<file path="config.mk">
export PLATFORM = sky130hd
export DESIGN_NAME = mstep_translator
export DESIGN_NICKNAME = d
export VERILOG_FILES = /design/src/rtl/mstep_pkg.sv /design/src/rtl/mstep_edge_sync.sv /design/src/rtl/mstep_index.sv /design/src/rtl/mstep_phase_lut.sv /design/src/rtl/mstep_decay.sv /design/src/rtl/mstep_translator.sv
export SDC_FILE = /design/constraint.sdc
export NUM_CORES = 1
export LEC_CHECK = 0
export ABC_AREA = 0
export BUFFER_PORTS_ARGS = -buffer_cell sky130_fd_sc_hd__buf_2
export CORE_AREA = 3 3 99 101
export CTS_BUF_LIST = sky130_fd_sc_hd__clkbuf_16
export DETAILED_ROUTE_END_ITERATION = 16
export DIE_AREA = 0 0 102 104
export PLACE_DENSITY = 0.72
export SLEW_MARGIN = 10
export SYNTH_ARGS = -nofsm -noshare
export SYNTH_HDL_FRONTEND = slang
export SYNTH_HIERARCHICAL = 1
export SYNTH_SLANG_ARGS = --single-unit
</file>
<file path="constraint.sdc">
create_clock -name clk_i -period 4.5 [get_ports clk_i]
set_clock_uncertainty 0.1 [all_clocks]
set_input_delay 0.225 -clock clk_i [delete_from_list [all_inputs] [get_ports clk_i]]
set_output_delay 0.225 -clock clk_i [all_outputs]
set_load 0.02 [all_outputs]
</file>
<file path="src/rtl/mstep_pkg.sv">
package mstep_pkg;
  localparam int IDX_W    = 6;
  localparam int POSITIONS = 1 << IDX_W;
  localparam int QTR      = POSITIONS / 4;
  localparam int MAG_W    = 8;
  localparam int NPH      = 2;
  localparam int HOME_POS = QTR / 2;

  typedef logic [IDX_W-1:0] idx_t;
  typedef logic [MAG_W-1:0] mag_t;

  // encoding is {ms2, ms1}
  typedef enum logic [1:0] {
    RES_FULL = 2'b00,
    RES_HALF = 2'b01,
    RES_QTR  = 2'b10,
    RES_SIXT = 2'b11
  } res_e;

  function automatic idx_t res_stride(input res_e r);
    case (r)
      RES_FULL: return idx_t'(QTR);
      RES_HALF: return idx_t'(QTR / 2);
      RES_QTR:  return idx_t'(QTR / 4);
      default:  return idx_t'(1);
    endcase
  endfunction

  // |cos| over one quadrant, 255 = full scale
  function automatic mag_t quad_mag(input logic [4:0] j);
    case (j)
      5'd0:  return 8'd255;
      5'd1:  return 8'd254;
      5'd2:  return 8'd250;
      5'd3:  return 8'd244;
      5'd4:  return 8'd236;
      5'd5:  return 8'd225;
      5'd6:  return 8'd212;
      5'd7:  return 8'd197;
      5'd8:  return 8'd180;
      5'd9:  return 8'd162;
      5'd10: return 8'd142;
      5'd11: return 8'd120;
      5'd12: return 8'd98;
      5'd13: return 8'd74;
      5'd14: return 8'd50;
      5'd15: return 8'd25;
      default: return 8'd0;
    endcase
  endfunction
endpackage

</file>
<file path="src/rtl/mstep_edge_sync.sv">
module mstep_edge_sync #(
  parameter int STAGES = 2
) (
  input  logic clk_i,
  input  logic rst_ni,
  input  logic d_i,
  output logic rise_o
);
  logic [STAGES:0] sync_q;

  always_ff @(posedge clk_i or negedge rst_ni) begin
    if (!rst_ni) sync_q <= '0;
    else         sync_q <= {sync_q[STAGES-1:0], d_i};
  end

  assign rise_o = sync_q[STAGES-1] & ~sync_q[STAGES];

  assert_single_pulse_R10: assert property (@(posedge clk_i) disable iff (!rst_ni)
    rise_o |=> !rise_o);
endmodule

</file>
<file path="src/rtl/mstep_index.sv">
module mstep_index
  import mstep_pkg::*;
(
  input  logic clk_i,
  input  logic rst_ni,
  input  logic home_ni,
  input  logic adv_i,
  input  logic dir_i,
  input  res_e res_i,
  output idx_t idx_o,
  output idx_t idx_nxt_o
);
  idx_t idx_q, stride;

  assign stride = res_stride(res_i);

  always_comb begin
    if (!home_ni)   idx_nxt_o = idx_t'(HOME_POS);
    else if (adv_i) idx_nxt_o = dir_i ? idx_q + stride : idx_q - stride;
    else            idx_nxt_o = idx_q;
  end

  always_ff @(posedge clk_i or negedge rst_ni) begin
    if (!rst_ni) idx_q <= idx_t'(HOME_POS);
    else         idx_q <= idx_nxt_o;
  end

  assign idx_o = idx_q;

  assert_home_hold_R6: assert property (@(posedge clk_i) disable iff (!rst_ni)
    !home_ni |=> idx_q == idx_t'(HOME_POS));
  assert_hold_no_edge_R5: assert property (@(posedge clk_i) disable iff (!rst_ni)
    (!adv_i && home_ni) |=> $stable(idx_q));
  assert_legal_stride_R2: assert property (@(posedge clk_i) disable iff (!rst_ni)
    (adv_i && home_ni) |=> ((idx_q - $past(idx_q)) inside
      {6'd1, 6'd4, 6'd8, 6'd16, 6'd48, 6'd56, 6'd60, 6'd63}));
endmodule

</file>
<file path="src/rtl/mstep_phase_lut.sv">
module mstep_phase_lut
  import mstep_pkg::*;
#(
  parameter int OFFSET = 0
) (
  input  idx_t idx_i,
  output mag_t mag_o,
  output logic neg_o
);
  idx_t       k;
  logic [4:0] m;
  logic [5:0] mirror;

  assign k      = idx_i - idx_t'(OFFSET);
  assign m      = k[4:0];
  assign mirror = 6'd32 - {1'b0, m};

  always_comb begin
    if (m <= 5'd16) mag_o = quad_mag(m);
    else            mag_o = quad_mag(mirror[4:0]);
  end

  // cosine negative strictly between the two zero crossings
  assign neg_o = (k > idx_t'(QTR)) && (k < idx_t'(3 * QTR));
endmodule

</file>
<file path="src/rtl/mstep_decay.sv">
module mstep_decay
  import mstep_pkg::*;
(
  input  logic clk_i,
  input  logic rst_ni,
  input  logic home_ni,
  input  logic adv_i,
  input  mag_t cur_mag_i,
  input  mag_t nxt_mag_i,
  output logic mixed_o
);
  logic mixed_q;

  always_ff @(posedge clk_i or negedge rst_ni) begin
    if (!rst_ni)       mixed_q <= 1'b1;
    else if (!home_ni) mixed_q <= 1'b1;
    else if (adv_i)    mixed_q <= nxt_mag_i < cur_mag_i;
  end

  assign mixed_o = mixed_q;

  assert_home_mixed_R6: assert property (@(posedge clk_i) disable iff (!rst_ni)
    !home_ni |=> mixed_q);
endmodule

</file>
<file path="src/rtl/mstep_translator.sv">
module mstep_translator
  import mstep_pkg::*;
#(
  parameter int SYNC_STAGES = 2
) (
  input  logic       clk_i,
  input  logic       rst_ni,
  input  logic       home_ni,
  input  logic       step_i,
  input  logic       dir_i,
  input  logic       ms1_i,
  input  logic       ms2_i,
  output logic [7:0] ph1_mag_o,
  output logic       ph1_neg_o,
  output logic       ph1_mixed_o,
  output logic [7:0] ph2_mag_o,
  output logic       ph2_neg_o,
  output logic       ph2_mixed_o
);
  logic step_rise;
  idx_t idx, idx_nxt;
  mag_t mag_cur [NPH];
  mag_t mag_nxt [NPH];
  logic neg_cur [NPH];
  logic neg_nxt [NPH];
  logic mixed   [NPH];

  mstep_edge_sync #(.STAGES(SYNC_STAGES)) u_sync (
    .clk_i (clk_i),
    .rst_ni(rst_ni),
    .d_i   (step_i),
    .rise_o(step_rise)
  );

  mstep_index u_index (
    .clk_i    (clk_i),
    .rst_ni   (rst_ni),
    .home_ni  (home_ni),
    .adv_i    (step_rise),
    .dir_i    (dir_i),
    .res_i    (res_e'({ms2_i, ms1_i})),
    .idx_o    (idx),
    .idx_nxt_o(idx_nxt)
  );

  for (genvar p = 0; p < NPH; p++) begin : g_ph
    // winding 1 is cosine; winding 2 lags by a quarter cycle (sine)
    mstep_phase_lut #(.OFFSET(p * QTR)) u_lut_cur (
      .idx_i(idx),
      .mag_o(mag_cur[p]),
      .neg_o(neg_cur[p])
    );
    mstep_phase_lut #(.OFFSET(p * QTR)) u_lut_nxt (
      .idx_i(idx_nxt),
      .mag_o(mag_nxt[p]),
      .neg_o(neg_nxt[p])
    );
    mstep_decay u_decay (
      .clk_i    (clk_i),
      .rst_ni   (rst_ni),
      .home_ni  (home_ni),
      .adv_i    (step_rise),
      .cur_mag_i(mag_cur[p]),
      .nxt_mag_i(mag_nxt[p]),
      .mixed_o  (mixed[p])
    );

    assert_decay_follows_mag_R7: assert property (@(posedge clk_i) disable iff (!rst_ni)
      (step_rise && home_ni) |=> mixed[p] == (mag_cur[p] < $past(mag_cur[p])));
    assert_zero_positive_R9: assert property (@(posedge clk_i) disable iff (!rst_ni)
      neg_cur[p] |-> mag_cur[p] != '0);
  end

  assign ph1_mag_o   = mag_cur[0];
  assign ph1_neg_o   = neg_cur[0];
  assign ph1_mixed_o = mixed[0];
  assign ph2_mag_o   = mag_cur[1];
  assign ph2_neg_o   = neg_cur[1];
  assign ph2_mixed_o = mixed[1];

  // next-state polarity only matters to the lookahead magnitude path
  logic unused_neg_nxt;
  assign unused_neg_nxt = neg_nxt[0] ^ neg_nxt[1];
endmodule

</file>
==> results of run 1 <==
worst max path at each step:
stage,endpoint,from
2_1_floorplan,g_ph[0].u_decay/mixed_o,u_index/idx_o[0]
3_3_place_gp,g_ph[0].u_decay/mixed_o,ms2_i
3_5_place_dp,g_ph[0].u_decay/mixed_o,ms2_i
4_1_cts,g_ph[1].u_decay/mixed_o,u_index/idx_o[1]
5_1_grt,g_ph[1].u_decay/mixed_o,u_index/idx_o[1]
6_report,g_ph[1].u_decay/mixed_o,u_index/idx_o[1]
layer usage:
metal | share of wire (%) | vias to the layer above | wire (µm) | track usage, %
met4 | 1.2 | 0 | 137 | 4.40
li1 | - | 2150 | - | -
met1 | 45 | 2057 | 5180 | 30.3
met3 | 6.8 | 12 | 789 | 2.62
met2 | 47 | 188 | 5450 | 34.3
met5 | 0 | - | 0 | 0
per-stage QoR:
step	hold slack, ns	util [%]	setup slack, ns
after floorplan	-0.171	-	0.0930
after global placement	0.00835	48.0	0.517
after detailed placement	0.0148	48.0	0.427
after CTS	0.0207	49.0	0.479
after global routing	0.0131	49.0	0.231
final	0.0179	49.0	0.441
critical path, delay by kind of cell, from the launching register on:
family	cells	cell delay, ns
AO/OA/AOI/OAI	8	1.75
adder cells (fa/ha/maj)	2	0.64
XOR/XNOR	1	0.14
flip-flops	1	0.43
AND/OR/NAND/NOR	2	0.34
buffers and inverters	2	0.55
state kept, by name, summed over array words and instances (netlist names):
name,count
g_ph.u_decay/mixed_o,2
u_index/idx_o,6
u_sync/sync_q,3
where the power goes:
group	switching, mW	leakage, nW	internal, mW
logic	0.398	1.65	0.252
registers	0.00617	0.133	0.108
clock network	0.0484	0.0409	0.118
repair_timing:
item | 4_1_cts | 5_1_grt
hold buffers | 1 | 0
buffers inserted | 0 | 0
endpoints found under the hold margin | 8 | 0
cell type report:
type                       instances  area share, %
timing repair buffer              44           6.00
multi-input combinational        479           79.0
clock inverter                     1          0.112
tap                              111           3.11
clock buffer                       3           1.68
inverter                          45           3.78
sequential                        11           6.28
placed cells by master (no fill, tap or decap), types with 11 or more instances in the layout:
master    instances
buf_4            17
ha_1             55
nand3_1          11
inv_1            44
nor3_1           13
nor2_1           39
nand2_1          32
o21ai_0          66
a211oi_1         15
a21oi_1          31
mux2i_1          14
nand2b_1         15
nor2b_1          24
o211ai_1         13
buf_2            26
==> reports/metrics.yaml, run 1 <==
clock_network:
  htree_levels: 1
  clk_latency_ns: 0.24
  cts_tree: "yes"
  cts_root_buf: "clkbuf_16"
  numClockSinks: 11
  cts_buffer_depth: 2
  clkTransAtPathRegs_ns: 0.04
  cts.repair.resized: 0
  cts_buffers: 3
critical_path:
  slowest_delay_ns: 0.43
  crit_required_ns: 4.54
  reg2reg_from: "u_index/idx_o[1]"
  reg2reg_depth: 15
  crit_chain: "buf_4 > ha_1 > a211oi_2 > nor2_1 > xnor2_1 > o21ai_2 > buf_4 > o21ai_0 > and2_1 > a211oi_1 > o221ai_2 > ha_1 > o211ai_1 > a211oi_1 > o221ai_1"
  path_class: "flop to flop"
  critPathMaxFanout: 27
  r2r-end: "g_ph[1].u_decay/mixed_o"
  slowest_stage: "dfrtp_1"
  rrSetupSlack_ns: 0.44
  worst-endpoint-arrival_ns: 4.10
  cp-end-kind: "flop"
  start_kind: "flop"
final_layout:
  ff_latch_area_um2: 280
  final_area_um2: 4460
  multi_input_area_um2: 3530
  drive_above_1_share_pct: 13.4
  fillers: 913
  n_antenna_cell: 0
  final-instance-count-excl-fill: 694
  area_growth_syn_to_layout_pct: 6.63
  nets: 647
worst_hold_path:
  hold_end: "u_sync/sync_q[0]"
  hold_path.class: "input pin to flop"
  worstHoldStart: "step_i"
  whs_path_depth: 1
floorplanning:
  design.core.area_um2: 9110
  fp.dieArea_um2: 10600
  die_w_um: 102
  ioPinCount: 27
  rows: 35
  die_y_um: 104
  initial_utilization_pct: 46.0
synth:
  yosysWarnings: 6
  syn_avg_cell_area_um2: 7.26
  syn_nets: 640
  synthesis.instances: 577
  post_synth_instance_area_um2: 4190
route:
  viasPerCell: 6.35
  first_pass_iters: 5
  drt_iter0_markers: 197
  drtAntennaViolNets: 0
  dr_total_vias: 4407
  drt-total-wl_um: 11600
  drc: 0
  wl_per_cell_um: 16.6
power_and_ir_drop:
  peakVddDrop_mv: 0.207
  power_uw: 930
  powerDensity_nw_per_um2: 208
  leakage_nw: 1.83
grt:
  grt_max_degree: 57
  grt_overflow: 0
  grt_pass1_vias: 4137
  antenna_found_initial: 0
  grt_pass1_wl_um: 19400
  grt_util_all_layers_pct: 21.3
timing:
  tightest_slew_ns: 0.709
  period_share_pct: 90.2
  finalCriticalPeriod_ns: 4.06
  fmax_mhz: 246
  hold_violations: 0
  setup_viol: 0
  slew_headroom_pct: 52.7
  rsz0062_at_grt: "false"
  maxSlewViolCount: 0
  setup_tns_ns: 0
placement:
  io_buffers: 26
  dp_hpwl_um: 8490
  post_dp_cell_area_um2: 4370
  place_inst: 689
  gp_congestion: 0.973
run:
  drv_cap: 0
status:
  outcome: "completed"
No activity file was read; power rests on OpenSTA's default activity.
==> run 2, diff against run 1 <==
--- a/config.mk
+++ b/config.mk
@@ -11,7 +11,9 @@
 export CTS_BUF_LIST = sky130_fd_sc_hd__clkbuf_16
 export DETAILED_ROUTE_END_ITERATION = 16
 export DIE_AREA = 0 0 102 104
-export PLACE_DENSITY = 0.72
+export GPL_TIMING_DRIVEN = 0
+export PLACE_DENSITY = 0.69
+export REMOVE_ABC_BUFFERS = 1
 export SLEW_MARGIN = 10
 export SYNTH_ARGS = -nofsm -noshare
 export SYNTH_HDL_FRONTEND = slang
==> run 2 against run 1 <==
  * Sequential share of layout area hardly changed
  * Clock power shrank 5%
  * Fmax down 6.1%
  * Count of clock-buffer cells in the layout is the same
  * Critical endpoint is now g_ph[0].u_decay/mixed_o
  * Largest cell class unchanged
==> reports/metrics.yaml, run 2 (synthesis results as in run 1) <==
status:
  outcome: "completed"  # unchanged
clock_network:
  htree_levels: 1  # unchanged
  cts_root_buf: "clkbuf_16"  # unchanged
  clk_latency_ns: 0.23  # was 0.24 ns
  clkTransAtPathRegs_ns: 0.04  # about the same
  numClockSinks: 11  # unchanged
  cts_buffer_depth: 2  # unchanged
  cts_tree: "yes"  # unchanged
  cts_buffers: 3  # unchanged
run:
  drv_cap: 0  # unchanged
grt:
  grt_max_degree: 50  # was 57
  antenna_found_initial: 0  # unchanged
  grt_pass1_wl_um: 19900  # was 19400 µm
  grt_overflow: 0  # unchanged
  met3_usage_pct: 1.34  # was 2.62%
  grt_util_met2_pct: 35.8  # was 34.3%
  grt_pass1_vias: 4008  # was 4137
  grt.busiest_layer: "met2"  # unchanged
  grtUsageMet1_pct: 32.2  # was 30.3%
  grt_util_all_layers_pct: 22.1  # was 21.3%
critical_path:
  reg2reg_depth: 15  # unchanged
  worst-endpoint-arrival_ns: 4.38  # was 4.10 ns
  critPathMaxFanout: 11  # was 27
  crit_required_ns: 4.55  # was 4.54 ns
  path_class: "flop to flop"  # unchanged
  cp-end-kind: "flop"  # unchanged
  start_kind: "flop"  # unchanged
floorplanning:
  initial_utilization_pct: 46.0  # unchanged
  die_y_um: 104  # unchanged
  fp.dieArea_um2: 10600  # unchanged
  ioPinCount: 27  # unchanged
  design.core.area_um2: 9110  # unchanged
  die_w_um: 102  # unchanged
  rows: 35  # unchanged
timing:
  fin_ws_ns: 0.177  # was 0.441 ns
  slew_headroom_pct: 44.2  # was 52.7%
  setup_viol: 0  # unchanged
  tightest_slew_ns: 0.833  # was 0.709 ns
  maxSlewViolCount: 0  # unchanged
  finalCriticalPeriod_ns: 4.32  # was 4.06 ns
  hold_violations: 0  # unchanged
  holdWs_ns: 0.220  # was 0.0179 ns
  period_share_pct: 96.1  # was 90.2%
  fmax_mhz: 231  # was 246 MHz
final_layout:
  multi_input_area_um2: 3610  # was 3530 µm²
  ff_latch_area_um2: 292  # was 280 µm²
  layout_commonest_cell: "o21ai_0"  # unchanged
  n_antenna_cell: 0  # unchanged
  largest_reg_flops: 6  # unchanged
  nets: 647  # unchanged
  drive_above_1_share_pct: 15.3  # was 13.4%
  final_core_util_pct: 50.6  # was 49.0%
  fillers: 875  # was 913
  layout_common_cells: "o21ai_0 (65), ha_1 (52), inv_1 (44), nor2_1 (38), nand2_1 (32)"  # was o21ai_0 (66), ha_1 (55), inv_1 (44), nor2_1 (39), nand2_1 (32)
  area_growth_syn_to_layout_pct: 10.1  # was 6.63%
route:
  wl_per_cell_um: 17.8  # was 16.6 µm
  drt-total-wl_um: 12300  # was 11600 µm
  first_pass_iters: 4  # was 5
  viasPerCell: 6.46  # was 6.35
  dr_total_vias: 4482  # was 4407
  drtAntennaViolNets: 0  # unchanged
  drc: 0  # unchanged
  drt_iter0_markers: 278  # was 197
power_and_ir_drop:
  powerDensity_nw_per_um2: 207  # was 208 nW/µm²
  peakVddDrop_mv: 0.153  # was 0.207 mV
  leakage_nw: 1.84  # was 1.83 nW
worst_hold_path:
  hold_path.class: "input pin to flop"  # unchanged
  whs_path_depth: 2  # was 1
placement:
  dp_hpwl_um: 8180  # was 8490 µm
  post-place-ws_ns: -1.21  # was 0.427 ns
  io_buffers: 26  # unchanged
  gp_congestion: 0.859  # was 0.973
-- run 2: cell count changes in the layout (fill, tap and decap cells not counted), moves of 2 or more --
cell	change
buf_12	+4
buf_4	-10
buf_8	+2
dfrtp_1	-2
dfrtp_4	+2
ha_1	-3
ha_2	+3
-- run 2: worst paths after layout --
kind                                   from                       to  slack [ns]
max in group asynchronous            rst_ni  g_ph[0].u_decay/mixed_o        3.75
min in group asynchronous            rst_ni         u_index/idx_o[4]        0.29
min reg2reg                u_sync/sync_q[0]         u_sync/sync_q[1]        0.25
max reg2reg                u_index/idx_o[0]  g_ph[0].u_decay/mixed_o        0.18
min                                 home_ni  g_ph[0].u_decay/mixed_o        0.22
max                        u_index/idx_o[0]  g_ph[0].u_decay/mixed_o        0.18
-- run 2: cell type report --
class                   instances  area share, %
clock buffers                   3           1.63
clock inverters                 1         0.0814
inverters                      45           3.66
multi-input cells             481           78.3
flip-flops and latches         11           6.32
well taps                     111           3.01
repair buffers                 42           7.03
-- run 2: per-stage QoR --
stage          total power [mW]  cells  setup TNS, ns  area, µm²
2_1_floorplan             0.589    535          -4.76       3960
4_1_cts                   0.930    687              0       4500
6_report                  0.952    694              0       4610
3_5_place_dp              0.758    675          -2.40       4320
5_1_grt                    1.04    694       -0.00136       4610
3_3_place_gp              0.732    672         -10.53       4230
-- run 2: per-layer routing --
layer  share of wire, %  vias to the layer above  wire length, µm
met5                  0                        -                0
met4                1.4                        0              179
met3                7.6                       18              940
met2                 47                      200             5820
met1                 44                     2110             5410
li1                   -                     2154                -
-- run 2: critical path, cell delays in order, from the launching register on --
cell      delay, ns
dfrtp_4        0.55
ha_1           0.27
fa_1           0.50
mux2i_4        0.25
nor2b_4        0.11
inv_2          0.13
ha_2           0.26
nand2_1        0.07
ha_1           0.29
nand2b_2       0.25
or4_1          0.51
o311ai_1       0.13
ha_1           0.31
a211oi_1       0.21
a211oi_1       0.12
o221ai_1       0.18
-- run 2: power by group --
part / switching [mW] / internal [mW]
clock: 0.0412 / 0.116
sequential: 0.0215 / 0.109
combinational: 0.401 / 0.263
-- run 2: repair_timing --
action                                  4_1_cts  5_1_grt
endpoints found under the setup margin        2        2
pin swaps                                     0        2
hold buffers                                  2        0
setup buffers                                 4        7
resized for setup                             9       10
gates cloned                                  2        0
hold endpoints to repair                     12        0
==> run 3, diff against run 2 <==
--- a/config.mk
+++ b/config.mk
@@ -7,13 +7,12 @@
 export LEC_CHECK = 0
 export ABC_AREA = 0
 export BUFFER_PORTS_ARGS = -buffer_cell sky130_fd_sc_hd__buf_2
-export CORE_AREA = 3 3 99 101
+export CORE_AREA = 5 5 101 103
 export CTS_BUF_LIST = sky130_fd_sc_hd__clkbuf_16
 export DETAILED_ROUTE_END_ITERATION = 16
-export DIE_AREA = 0 0 102 104
+export DIE_AREA = 0 0 106 108
 export GPL_TIMING_DRIVEN = 0
 export PLACE_DENSITY = 0.69
-export REMOVE_ABC_BUFFERS = 1
 export SLEW_MARGIN = 10
 export SYNTH_ARGS = -nofsm -noshare
 export SYNTH_HDL_FRONTEND = slang
==> run 3 against run 2 <==
  * Non-clock buffer count grew 35
  * Power increased by 0.88%
  * Sequential cell count unchanged
  * Combinational power up 2%
  * Critical path depth rose by 2
  * Core utilization grew 0.85 points
  * Worst hold slack worse by 0.21 ns
  * Sequential power fell by 9%
==> reports/metrics.yaml, run 3 (synthesis results as in run 1) <==
status:
  outcome: "completed"  # unchanged
timing:
  fin_ws_ns: 0.168  # was 0.177 ns
  tightest_slew_ns: 0.650  # was 0.833 ns
  hold_violations: 0  # unchanged
  finalCriticalPeriod_ns: 4.33  # was 4.32 ns
  slew_headroom_pct: 56.5  # was 44.2%
  fmax_mhz: 231  # about the same
  setup_viol: 0  # unchanged
  maxSlewViolCount: 0  # unchanged
  period_share_pct: 96.3  # was 96.1%
clock_network:
  clkTransAtPathRegs_ns: 0.04  # about the same
  htree_levels: 1  # unchanged
  cts_buffers: 3  # unchanged
  numClockSinks: 11  # unchanged
  cts_buffer_depth: 2  # unchanged
  cts_root_buf: "clkbuf_16"  # unchanged
  cts_tree: "yes"  # unchanged
  clk_latency_ns: 0.24  # was 0.23 ns
power_and_ir_drop:
  power_uw: 961  # was 952 µW
  leakage_nw: 1.94  # was 1.84 nW
  peakVddDrop_mv: 0.167  # was 0.153 mV
  powerDensity_nw_per_um2: 205  # was 207 nW/µm²
critical_path:
  critPathMaxFanout: 10  # was 11
  worst-endpoint-arrival_ns: 4.39  # was 4.38 ns
  path_class: "flop to flop"  # unchanged
  r2r-end: "g_ph[0].u_decay/mixed_o"  # unchanged
  cp-endpoint: "g_ph[0].u_decay/mixed_o"  # unchanged
  reg2reg_depth: 17  # was 15
  rrSetupSlack_ns: 0.17  # was 0.18 ns
  crit_required_ns: 4.56  # was 4.55 ns
  cp-end-kind: "flop"  # unchanged
  start_kind: "flop"  # unchanged
  crit_path_start: "u_index/idx_o[0]"  # unchanged
  reg2reg_from: "u_index/idx_o[0]"  # unchanged
floorplanning:
  die_w_um: 106  # was 102 µm
  ioPinCount: 27  # unchanged
  initial_utilization_pct: 46.0  # unchanged
  die_y_um: 108  # was 104 µm
  design.core.area_um2: 9110  # unchanged
  fp.dieArea_um2: 11400  # was 10600 µm²
  rows: 35  # unchanged
run:
  drv_cap: 0  # unchanged
placement:
  dp_hpwl_um: 9280  # was 8180 µm
  post-place-ws_ns: -0.697  # was -1.21 ns
  io_buffers: 26  # unchanged
  gp_congestion: 0.959  # was 0.859
route:
  drc: 0  # unchanged
  wl_per_cell_um: 17.4  # was 17.8 µm
  dr_total_vias: 4709  # was 4482
  first_pass_iters: 5  # was 4
  viasPerCell: 6.48  # was 6.46
  drtAntennaViolNets: 0  # unchanged
  drt-total-wl_um: 12700  # was 12300 µm
  drt_iter0_markers: 302  # was 278
grt:
  grt_util_all_layers_pct: 21.8  # was 22.1%
  grt_max_degree: 19  # was 50
  grtUsageMet1_pct: 28.5  # was 32.2%
  grt.busiest_layer: "met2"  # unchanged
  grt_util_met2_pct: 37.0  # was 35.8%
  grt_pass1_wl_um: 21300  # was 19900 µm
  grt_overflow: 0  # unchanged
  met3_usage_pct: 2.45  # was 1.34%
  antenna_found_initial: 0  # unchanged
  grt_pass1_vias: 4514  # was 4008
worst_hold_path:
  hold_path.class: "input pin to flop"  # unchanged
final_layout:
  final_core_util_pct: 51.5  # was 50.6%
  area_growth_syn_to_layout_pct: 12.0  # was 10.1%
  layout_common_cells: "o21ai_0 (66), ha_1 (53), inv_1 (44), buf_2 (44), nor2_1 (39)"  # was o21ai_0 (65), ha_1 (52), inv_1 (44), nor2_1 (38), nand2_1 (32)
  largest_reg_flops: 6  # unchanged
  fillers: 873  # was 875
  nets: 680  # was 647
  drive_above_1_share_pct: 17.4  # was 15.3%
  n_antenna_cell: 0  # unchanged
  layout_commonest_cell: "o21ai_0"  # unchanged
run 3: cell count changes in the layout (fill, tap and decap cells not counted), sizes merged:
cell	previous run	this run
dlygate4sd3	2	1
buf	40	62
nor2b	29	27
clkbuf	3	17
run 3: critical path, cell delays in order (launching register included):
cell and delay [ns]:
dfrtp_4 0.47, ha_1 0.25, fa_1 0.42, xnor2_1 0.18, nand2_1 0.09, o211a_4 0.18, buf_4 0.18, clkbuf_2 0.19
nor2_1 0.12, nand2_1 0.06, ha_1 0.29, nand2b_2 0.25, or4_1 0.53, o311ai_1 0.11, ha_1 0.31, a211oi_2 0.20
a211oi_1 0.13, o221ai_1 0.19
run 3: metal layers:
layer | vias up | part of all wire [%]
met2 | 223 | 47
li1 | 2220 | -
met1 | 2236 | 43
met5 | - | 0
met3 | 30 | 7.5
met4 | 0 | 2.5
run 3: layout make-up:
cell class              instances  area [µm²]  area share (%)
multi-input cells             479        3580            76.3
well taps                     111         139            2.96
clock buffers                   3        75.1            1.60
plain buffers                  41         231            4.94
inverters                      45         169            3.60
repair buffers                 36         208            4.43
flip-flops and latches         11         287            6.11
clock inverters                 1        3.75          0.0801
run 3: per-stage QoR:
step           setup TNS (ns)  area (µm²)  cells  hold WS [ns]
6_report                    0        4690    727        0.0132
5_1_grt               -0.0239        4690    727        0.0141
2_1_floorplan               0        4190    577        -0.171
4_1_cts                     0        4620    723        0.0116
3_3_place_gp            -1.61        4460    714      0.000442
3_5_place_dp            -1.28        4470    714       0.00614
run 3: where the power goes:
| group | total, mW | internal, mW | switching [mW] |
|---|---|---|---|
| Sequential | 0.118 | 0.108 | 0.0101 |
| Combinational | 0.680 | 0.267 | 0.413 |
| Clock | 0.163 | 0.117 | 0.0460 |
run 3: worst min path at each step:
stage,from,to,cells past startpoint
final,step_i,u_sync/sync_q[0],1
after global routing,step_i,u_sync/sync_q[0],1
after CTS,step_i,u_sync/sync_q[0],1
after global placement,rst_ni,u_index/idx_o[5],1
after floorplan,rst_ni,u_index/idx_o[0],0
after detailed placement,rst_ni,u_index/idx_o[5],1
run 3: repair_timing:
item | in CTS | in global routing
endpoints found under the hold margin | 11 | 0
endpoints found under the setup margin | 2 | 2
buffers inserted | 4 | 5
hold buffers | 1 | 0
gates resized for setup | 15 | 9
